--- src/rtl/pat_trig_pkg.sv ---
package pat_trig_pkg;

   localparam int unsigned COND_W = 3;

   typedef enum logic [COND_W-1:0] {
      COND_ANY  = 3'd0,
      COND_LOW  = 3'd1,
      COND_HIGH = 3'd2,
      COND_RISE = 3'd3,
      COND_FALL = 3'd4
   } cond_e;

   // Evaluate one channel condition; unused codes act as "ignored".
   function automatic logic cond_ok(input logic [COND_W-1:0] code,
                                    input logic cur,
                                    input logic prv,
                                    input logic prv_ok);
      logic r;
      case (code)
         COND_LOW:  r = ~cur;
         COND_HIGH: r = cur;
         COND_RISE: r = prv_ok & ~prv & cur;
         COND_FALL: r = prv_ok & prv & ~cur;
         default:   r = 1'b1;
      endcase
      return r;
   endfunction

endpackage

--- src/rtl/pat_trig_match.sv ---
module pat_trig_match
   import pat_trig_pkg::*;
#(
   parameter int unsigned N_CH = 16
) (
   input  logic [COND_W*N_CH-1:0] cond_cfg,
   input  logic [N_CH-1:0]        cur,
   input  logic [N_CH-1:0]        prv,
   input  logic                   prv_ok,
   output logic                   hit
);

   logic [N_CH-1:0] bit_ok;

   for (genvar i = 0; i < N_CH; i++) begin : g_ch
      always_comb begin
         bit_ok[i] = cond_ok(cond_cfg[COND_W*i +: COND_W], cur[i], prv[i], prv_ok);
      end
   end

   assign hit = &bit_ok;

endmodule

--- src/rtl/pat_trig_width.sv ---
module pat_trig_width #(
   parameter int unsigned CNT_W = 4
) (
   input  logic             clk,
   input  logic             rst_n,
   input  logic             clr,
   input  logic             step,
   input  logic             hit,
   input  logic [CNT_W-1:0] width_m1,
   output logic             event_o,
   output logic [CNT_W:0]   run_cnt
);

   localparam int unsigned RUN_W = CNT_W + 1;

   logic [RUN_W-1:0] run_q;
   logic [RUN_W-1:0] lim;

   assign lim     = {1'b0, width_m1};
   assign event_o = step & hit & (run_q == lim);
   assign run_cnt = run_q;

   always_ff @(posedge clk) begin
      if (!rst_n || clr) begin
         run_q <= '0;
      end else if (step) begin
         if (!hit) begin
            run_q <= '0;
         end else if (run_q <= lim) begin
            run_q <= run_q + 1'b1;
         end
      end
   end

endmodule

--- src/rtl/pat_trig_count.sv ---
module pat_trig_count #(
   parameter int unsigned CNT_W = 4
) (
   input  logic             clk,
   input  logic             rst_n,
   input  logic             clr,
   input  logic             ev,
   input  logic [CNT_W-1:0] count_m1,
   output logic             fire,
   output logic [CNT_W-1:0] ev_cnt
);

   logic [CNT_W-1:0] cnt_q;

   assign fire   = ev & (cnt_q == count_m1);
   assign ev_cnt = cnt_q;

   always_ff @(posedge clk) begin
      if (!rst_n || clr) begin
         cnt_q <= '0;
      end else if (ev && !fire) begin
         cnt_q <= cnt_q + 1'b1;
      end
   end

endmodule

--- src/rtl/pat_trig_sync.sv ---
module pat_trig_sync #(
   parameter int unsigned STAGES = 2
) (
   input  logic clk,
   input  logic rst_n,
   input  logic din,
   output logic rise
);

   logic [STAGES-1:0] chain_q;
   logic              last_q;

   for (genvar s = 0; s < STAGES; s++) begin : g_stage
      if (s == 0) begin : g_first
         always_ff @(posedge clk) begin
            if (!rst_n) chain_q[s] <= 1'b0;
            else        chain_q[s] <= din;
         end
      end else begin : g_next
         always_ff @(posedge clk) begin
            if (!rst_n) chain_q[s] <= 1'b0;
            else        chain_q[s] <= chain_q[s-1];
         end
      end
   end

   always_ff @(posedge clk) begin
      if (!rst_n) last_q <= 1'b0;
      else        last_q <= chain_q[STAGES-1];
   end

   assign rise = chain_q[STAGES-1] & ~last_q;

endmodule

--- src/rtl/pat_trig.sv ---
module pat_trig
   import pat_trig_pkg::*;
#(
   parameter int unsigned N_CH        = 16,
   parameter int unsigned CNT_W       = 4,
   parameter int unsigned SYNC_STAGES = 2
) (
   input  logic                   clk,
   input  logic                   rst_n,
   input  logic                   arm,
   input  logic                   src_ext,
   input  logic [COND_W*N_CH-1:0] cond_cfg,
   input  logic [CNT_W-1:0]       width_m1,
   input  logic [CNT_W-1:0]       count_m1,
   input  logic                   smp_en,
   input  logic [N_CH-1:0]        smp_data,
   input  logic                   ext_trig,
   output logic                   trig_out
);

   if (N_CH < 1) begin : g_bad_nch
      $error("pat_trig: N_CH must be at least 1");
   end
   if (CNT_W < 1) begin : g_bad_cnt
      $error("pat_trig: CNT_W must be at least 1");
   end
   if (SYNC_STAGES < 2) begin : g_bad_sync
      $error("pat_trig: SYNC_STAGES must be at least 2");
   end

   logic            armed_q;
   logic            trig_q;
   logic [N_CH-1:0] prev_q;
   logic            prev_ok_q;

   logic            live;
   logic            step;
   logic            pat_hit;
   logic            pat_ev;
   logic            ext_rise;
   logic            ev_sel;
   logic            fire;
   logic [CNT_W:0]  run_cnt;
   logic [CNT_W-1:0] ev_cnt;

   // A cycle carrying arm restarts everything and discards its sample.
   assign live = armed_q & ~arm;
   assign step = live & smp_en & ~src_ext;

   pat_trig_match #(.N_CH(N_CH)) u_match (
      .cond_cfg (cond_cfg),
      .cur      (smp_data),
      .prv      (prev_q),
      .prv_ok   (prev_ok_q),
      .hit      (pat_hit)
   );

   pat_trig_width #(.CNT_W(CNT_W)) u_width (
      .clk      (clk),
      .rst_n    (rst_n),
      .clr      (arm),
      .step     (step),
      .hit      (pat_hit),
      .width_m1 (width_m1),
      .event_o  (pat_ev),
      .run_cnt  (run_cnt)
   );

   pat_trig_sync #(.STAGES(SYNC_STAGES)) u_sync (
      .clk   (clk),
      .rst_n (rst_n),
      .din   (ext_trig),
      .rise  (ext_rise)
   );

   assign ev_sel = src_ext ? (ext_rise & live) : pat_ev;

   pat_trig_count #(.CNT_W(CNT_W)) u_count (
      .clk      (clk),
      .rst_n    (rst_n),
      .clr      (arm),
      .ev       (ev_sel),
      .count_m1 (count_m1),
      .fire     (fire),
      .ev_cnt   (ev_cnt)
   );

   always_ff @(posedge clk) begin
      if (!rst_n) begin
         armed_q   <= 1'b0;
         trig_q    <= 1'b0;
         prev_q    <= '0;
         prev_ok_q <= 1'b0;
      end else begin
         trig_q <= fire;
         if (arm) begin
            armed_q   <= 1'b1;
            prev_ok_q <= 1'b0;
         end else begin
            if (fire) armed_q <= 1'b0;
            if (step) begin
               prev_q    <= smp_data;
               prev_ok_q <= 1'b1;
            end
         end
      end
   end

   assign trig_out = trig_q;

endmodule

--- config.mk ---
export PLATFORM = sky130hd
export DESIGN_NAME = pat_trig
export DESIGN_NICKNAME = d
export VERILOG_FILES = /design/src/rtl/pat_trig_pkg.sv /design/src/rtl/pat_trig_match.sv /design/src/rtl/pat_trig_width.sv /design/src/rtl/pat_trig_count.sv /design/src/rtl/pat_trig_sync.sv /design/src/rtl/pat_trig.sv
export SDC_FILE = /design/constraint.sdc
export NUM_CORES = 1
export LEC_CHECK = 0
export ABC_AREA = 1
export BUFFER_PORTS_ARGS = -buffer_cell sky130_fd_sc_hd__buf_4
export CORE_UTILIZATION = 40
export CTS_BUF_LIST = sky130_fd_sc_hd__clkbuf_4 sky130_fd_sc_hd__clkbuf_8
export DETAILED_ROUTE_END_ITERATION = 16
export SLEW_MARGIN = 20
export SYNTH_ARGS = -nofsm -noshare
export SYNTH_HDL_FRONTEND = slang
export SYNTH_HIERARCHICAL = 1
export SYNTH_SLANG_ARGS = --single-unit
--- constraint.sdc ---
create_clock -name clk -period 3.4 [get_ports clk]
set_clock_uncertainty 0.05 [all_clocks]
set_input_delay 0.51 -clock clk [delete_from_list [all_inputs] [get_ports clk]]
set_output_delay 0.51 -clock clk [all_outputs]
set_load 0.05 [all_outputs]
==> run_results.csv, run 1 <==
group,metric,value,unit
detailed_routing,routed_wire_length,6620,um
clock_tree,clock_insertion_delay_worst_skew,0.28,ns
finish,layout.filler_cells,723,
place,dpl.cell_count,652,
synth,synthFlopType,"dfxtp_1",
clock_tree,cts-root-buf,"clkbuf_8",
job,max-cap-violations,0,
synth,yosys_register_bits,31,
clock_tree,cts_clock_pin_slew_for_the_worst_setup_and_hold_paths,0.07,ns
timing,finalCriticalPeriod,2.86,ns
power_and_ir_drop,finalPower,0.000984,W
detailed_routing,viasPerCell,4.58,
power_and_ir_drop,vdd.ir_drop.worst,0.142,mV
floorplan,ios,79,
timing,holdWs,0.358,ns
clock_tree,clock_tree.htree_level_count,2,
timing,fmax,0.350,GHz
synth,post_syn_area,2770,um2
floorplan,die_area,7270,um2
power_and_ir_drop,clkPwrFrac,38.5,%
floorplan,die_height,85.3,um
critical_path,cp.arrival,2.99,ns
grt,wire_length_of_the_first_global_routing_pass,11300,um
synth,syn-instance-count,504,
place,port-buffer-count,78,
synth,ys_top_cells_by_count,"156 x nand2_1, 108 x inv_1, 58 x nand3_1",
floorplan,fp.coreArea,6530,um2
timing,setup_tns,0,ns
detailed_routing,dr.pass1.iters,4,
critical_path,worstSetupStartpointType,"flop",
critical_path,critical_path_class,"reg2reg",
power_and_ir_drop,seq_power_share,38.5,%
clock_tree,cts-root-to-sink-buffers,2,
synth,area_share_of_the_largest_cell_type_after_synthesis,22.4,%
detailed_routing,drt_first_iter_violations,112,
grt,globalRoute.totalOverflow,0,
floorplan,start_util,42.5,%
synth,syn_area_per_cell,5.50,um2
finish,antenna_cells,0,
floorplan,rows,29,
clock_tree,tritoncts.num_buffers,5,
synth,synth_enable_flop_cells,0,
grt,track_usage,19.1,%
detailed_routing,route.antenna.remaining_nets,0,
clock_tree,post_cts.repair.setup_buffers,0,
finish,post_route_cells_drive_above_1_share,22.3,%
place,place_congestion,0.821,
timing,layout_worst_path_cycle_share,84.1,%
critical_path,setup.worst_path.end_class,"flop",
synth,library_cell_with_the_highest_instance_count_after_synthesis,"nand2_1",
synth,mappedNetlistNets,588,
power_and_ir_drop,cell_internal_pwr,0.000719,W
power_and_ir_drop,powerDensity,281,nW/um2
finish,final_util,53.6,%
finish,area.growth.synth_to_final,26.1,%
grt,antenna_found_initial,0,
timing,report.final.hold_viol_count,0,
detailed_routing,drc,0,
timing,unrepaired_setup_endpoints_after_global_routing,"false",
clock_tree,cts-resized-gates,0,
critical_path,crit_required,3.53,ns
critical_path,flop2flop_setup_slack,0.54,ns
clock_tree,cts_tree,"built",
floorplan,die_x,85.3,um
timing,final-max-slew-violation-count,0,
critical_path,critical_path_peak_fanout,15,
synth,netlist-cell-type-count,27,
grt,pin_count_of_the_biggest_net_entering_global_routing,26,
power_and_ir_drop,sw_frac_of_total,26.9,%
power_and_ir_drop,leakage,2.04,nW
clock_tree,clock-sinks,31,
synth,ys.warnings.count,6,
synth,synth_async_sr_flop_share,0,%
hold_path,hold_class,"in2reg",
detailed_routing,route.detailed.wl_per_inst,10.0,um
finish,nets,666,
finish,post_layout_nonfiller_instances,660,
synth,biggest_area_consumer_among_synthesized_cells,"dfxtp_1",
place,dpl.hpwl,5090,um
synth,post_synth_main_area_contributors,"dfxtp_1 22%, nand2_1 21%, inv_1 15%",
power_and_ir_drop,p_comb_share,23.0,%
timing,slew_of_the_pin_with_the_lowest_slew_margin,0.781,ns
status,run_status,"finished, final reports clean",
synth,synth.yosys.seq_area_share,22.4,%
grt,grt_pass1_vias,2651,
clock_tree,cts-hold-fix-buffers,0,
timing,setup_viol,0,
power_and_ir_drop,p_switching,0.000265,W
timing,max_slew_margin,47.9,%
detailed_routing,routed-via-count,3024,
## worst paths after layout
| path | start | end | cells after the start |
|---|---|---|---|
| setup reg to reg | prev_ok_q | armed_q | 17 |
| hold / removal | ext_trig | u_sync/chain_q[0] | 3 |
| hold reg to reg | u_sync/chain_q[0] | u_sync/chain_q[1] | 2 |
| setup / recovery | prev_ok_q | armed_q | 17 |
## per-stage QoR
stage | area (um2) | setup slack [ns]
floorplan | 2770 | 1.06
global placement | 3380 | 0.614
detailed placement | 3380 | 0.502
CTS | 3500 | 0.494
global route | 3500 | 0.0475
finish | 3500 | 0.539
## kinds of logic after synthesis
family	share of synthesized area [%]
adders and majority gates	2.71
AOI/OAI and AO/OA	8.48
and+or+nand+nor	47.9
buffers and inverters	18.5
DFF	22.4
## cell type report
cell class                 instances  area (um2)  share of cell area [%]
inverter                         113         424                    12.1
timing repair buffer              80         601                    17.2
multi-input combinational        351        1640                    46.9
tap                               77        96.3                    2.75
clock inverter                     2        35.0                    1.00
sequential                        31         621                    17.7
clock buffer                       6        82.6                    2.36
## critical path: stages, from the launching register on
cell and delay, ns:
dfxtp_1 0.42, buf_4 0.26, nand3_1 0.10, nand2_1 0.07, nand2_1 0.05, nand3_1 0.07, nand2_1 0.06, nor2_1 0.13
nand2_1 0.06, nor2_1 0.30, nand2_1 0.12, nor4_1 0.23, nand2_1 0.08, o21ai_0 0.26, inv_1 0.09, nor2_1 0.17
nor2_1 0.06, o21a_1 0.16
## power by group through the flow
stage	clock, W	combinational [W]	sequential [W]
4_1_cts	0.000389	0.000228	0.000378
3_5_place_dp	0	0.000227	0.000387
2_1_floorplan	0	0.000123	0.000385
5_1_grt	0.000406	0.000259	0.000379
3_3_place_gp	0	0.000224	0.000387
6_report	0.000379	0.000227	0.000378
## routing by layer
| metal | GRT usage (%) | vias up | routed length [um] |
|---|---|---|---|
| met5 | 0 | - | 0 |
| met4 | 5.45 | 0 | 65 |
| met3 | 2.92 | 5 | 285 |
| met2 | 33.2 | 66 | 3170 |
| met1 | 24.5 | 1290 | 3100 |
| li1 | - | 1663 | - |
## registers in the layout, summed over array words and instances (netlist names)
register / cells
u_sync/last_q: 1
prev_ok_q: 1
armed_q: 1
u_sync/chain_q: 2
u_width/run_cnt: 5
u_count/ev_cnt: 4
trig_out: 1
prev_q: 16
## cell usage in the layout, fill, tap and decap left out
cell type and n:
bufinv_16 1, a21boi_0 1, or2_2 1, nand2_4 2, ha_1 6, o21ai_0 19
a21boi_2 1, o21ai_1 8, nor2_2 23, a21oi_1 8, o21ai_2 3, nor2_1 54
nand3_2 2, o21a_1 1, nand4_1 1, inv_2 5, dfxtp_1 31, nand2_1 156
clkinv_2 1, nor2_8 1, nand3_1 58, buf_4 80, inv_1 108, nand2_2 4
a21o_1 1, clkbuf_8 6, nor4_1 1
No activity file was read; power rests on OpenSTA's default activity.
==> inputs of run 2 (changes only) <==
Clock period 3.4 ns to 2.9 ns, I/O delays scaled along.
==> run_results.csv, run 2 (synthesis results as in run 1) <==
group,metric,value,unit
grt,track_usage,19.5,%
finish,mostFrequentLayoutCell,"nand2_1",
critical_path,critical_path_peak_fanout,11,
grt,globalRoute.totalOverflow,0,
power_and_ir_drop,clkPwrFrac,39.0,%
timing,slew_of_the_pin_with_the_lowest_slew_margin,0.805,ns
clock_tree,post_cts.repair.setup_buffers,0,
clock_tree,tritoncts.num_buffers,5,
job,max-cap-violations,0,
floorplan,rows,29,
timing,setup_tns,0,ns
timing,unrepaired_setup_endpoints_after_global_routing,"false",
grt,pin_count_of_the_biggest_net_entering_global_routing,26,
floorplan,die_area,7270,um2
detailed_routing,route.detailed.wl_per_inst,10.3,um
critical_path,critical_path_class,"reg2reg",
clock_tree,cts-root-buf,"clkbuf_8",
finish,max_flop_register,"prev_q",
power_and_ir_drop,sw_frac_of_total,27.5,%
critical_path,r2r_end,"u_count/ev_cnt[3]",
place,port-buffer-count,78,
floorplan,ios,79,
clock_tree,cts_clock_pin_slew_for_the_worst_setup_and_hold_paths,0.07,ns
grt,wire_length_of_the_first_global_routing_pass,11500,um
detailed_routing,dr.pass1.iters,5,
hold_path,hold_class,"in2reg",
detailed_routing,viasPerCell,4.56,
finish,largest_reg_flops,16,
finish,nets,668,
power_and_ir_drop,p_comb_share,22.9,%
timing,fmax,0.398,GHz
critical_path,cp_cell_sequence,"buf_4, inv_2, o21ai_0, nand2_1, nand3_1, nand2_1, nor2_1, nand2_1, nor2_1, nand2_1, nor4_2, nand2_1, o21ai_2, nand3_1, nor2_1, nand3_1, nand2_1, nor2_1",
timing,setup_viol,0,
detailed_routing,routed_wire_length,6790,um
hold_path,whs_path_depth,3,
clock_tree,cts-hold-fix-buffers,0,
timing,final-max-slew-violation-count,0,
status,run_status,"finished, final reports clean",
floorplan,die_height,85.3,um
critical_path,crit_required,3.03,ns
power_and_ir_drop,p_switching,0.000320,W
clock_tree,clock_insertion_delay_worst_skew,0.29,ns
finish,multiInputGateArea,1650,um2
critical_path,cpMostUsedCell,"nand2_1",
power_and_ir_drop,powerDensity,330,nW/um2
clock_tree,clock_tree.htree_level_count,2,
finish,post_route_cells_drive_above_1_share,22.9,%
finish,most-common-layout-cells,"156 x nand2_1, 108 x inv_1, 82 x buf_4",
floorplan,fp.coreArea,6530,um2
hold_path,min_delay_worst_endpoint,"u_sync/chain_q[0]",
grt,antenna_found_initial,0,
finish,register_area,621,um2
floorplan,start_util,42.5,%
power_and_ir_drop,seq_power_share,38.1,%
clock_tree,cts-resized-gates,0,
power_and_ir_drop,vdd.ir_drop.worst,0.221,mV
place,dpl.hpwl,5110,um
timing,finalCriticalPeriod,2.51,ns
detailed_routing,drt_first_iter_violations,79,
finish,antenna_cells,0,
finish,area.growth.synth_to_final,27.0,%
critical_path,crit_family,"simple AND/OR/NAND/NOR gates",
floorplan,die_x,85.3,um
power_and_ir_drop,leakage,2.05,nW
clock_tree,cts-root-to-sink-buffers,2,
power_and_ir_drop,finalPower,0.00116,W
critical_path,flop2flop_setup_slack,0.39,ns
critical_path,cp.arrival,2.64,ns
grt,grt_pass1_vias,2715,
timing,layout_worst_path_cycle_share,86.6,%
place,place_congestion,0.798,
power_and_ir_drop,cell_internal_pwr,0.000843,W
detailed_routing,routed-via-count,3019,
critical_path,setup.worst_path.end_class,"flop",
critical_path,worstSetupStartpointType,"flop",
hold_path,timing.hold.worst.start,"ext_trig",
critical_path,worst_path_max_delay_cell,"dfxtp_1",
timing,max_slew_margin,46.3,%
clock_tree,cts_tree,"built",
detailed_routing,route.antenna.remaining_nets,0,
critical_path,worst_r2r_path_cells,18,
clock_tree,clock-sinks,31,
critical_path,timing.rr.start,"prev_ok_q",
timing,report.final.hold_viol_count,0,
finish,layout.filler_cells,687,
critical_path,crit_path_max_incr_delay,0.33,ns
critical_path,cp.buffers_inverters,2,
detailed_routing,drc,0,
## run 2: changes by cell type in the layout (fill, tap and decap cells not counted)
| cell | delta |
|---|---|
| nor4_2 | +1 |
| o21ai_2 | +1 |
| buf_4 | +2 |
| o21ai_0 | -1 |
| nor4_1 | -1 |
## run 2: worst max path at each step
| stage | startpoint | to | slack, ns | cells past startpoint |
|---|---|---|---|---|
| detailed placement | cond_cfg[29] | u_count/ev_cnt[3] | 0.20 | 19 |
| global route | prev_ok_q | u_count/ev_cnt[3] | 0.09 | 18 |
| global placement | prev_ok_q | u_count/ev_cnt[3] | 0.27 | 18 |
| CTS | prev_ok_q | u_count/ev_cnt[3] | 0.17 | 18 |
| floorplan | prev_ok_q | u_count/ev_cnt[3] | 0.56 | 19 |
| finish | prev_ok_q | u_count/ev_cnt[3] | 0.39 | 18 |
## run 2: power groups by stage
| stage | Combinational, W | Clock (W) | Sequential (W) |
|---|---|---|---|
| 2_1_floorplan | 0.000144 | 0 | 0.000451 |
| 5_1_grt | 0.000304 | 0.000487 | 0.000445 |
| 3_3_place_gp | 0.000264 | 0 | 0.000453 |
| 4_1_cts | 0.000268 | 0.000470 | 0.000444 |
| 3_5_place_dp | 0.000267 | 0 | 0.000453 |
| 6_report | 0.000266 | 0.000454 | 0.000444 |
## run 2: through the flow
stage / setup slack, ns / hold slack (ns) / util (%) / instances / cell area [um2]
6_report: 0.388 / 0.278 / 53.9 / 662 / 3520
5_1_grt: 0.0873 / 0.280 / 53.9 / 662 / 3520
4_1_cts: 0.171 / 0.267 / 53.8 / 662 / 3510
3_5_place_dp: 0.197 / 0.359 / 52.0 / 654 / 3400
3_3_place_gp: 0.270 / 0.352 / 52.0 / 654 / 3400
2_1_floorplan: 0.562 / 0.336 / - / 504 / 2770
## run 2: area by class of cell
class	count	share of cell area [%]
Clock inverter	2	0.994
Multi-Input combinational cell	351	46.8
Clock buffer	6	2.34
Inverter	113	12.0
Sequential cell	31	17.6
Timing Repair Buffer	82	17.5
Tap cell	77	2.73
## run 2: worst register-to-register path, delay by kind of cell, from the launching register on
kind,cells,cell delay (ns)
DFF,1,0.33
buffers and inverters,2,0.26
and+or+nand+nor,14,1.47
AOI/OAI and AO/OA,2,0.32
## run 2: per-layer routing
layer	track usage (%)	part of all wire, %	wire [um]	vias up
li1	-	-	-	1668
met3	3.50	3.6	247	6
met5	0	0	0	-
met4	4.70	0.91	62	0
met1	24.2	48	3280	1286
met2	35.0	47	3190	59
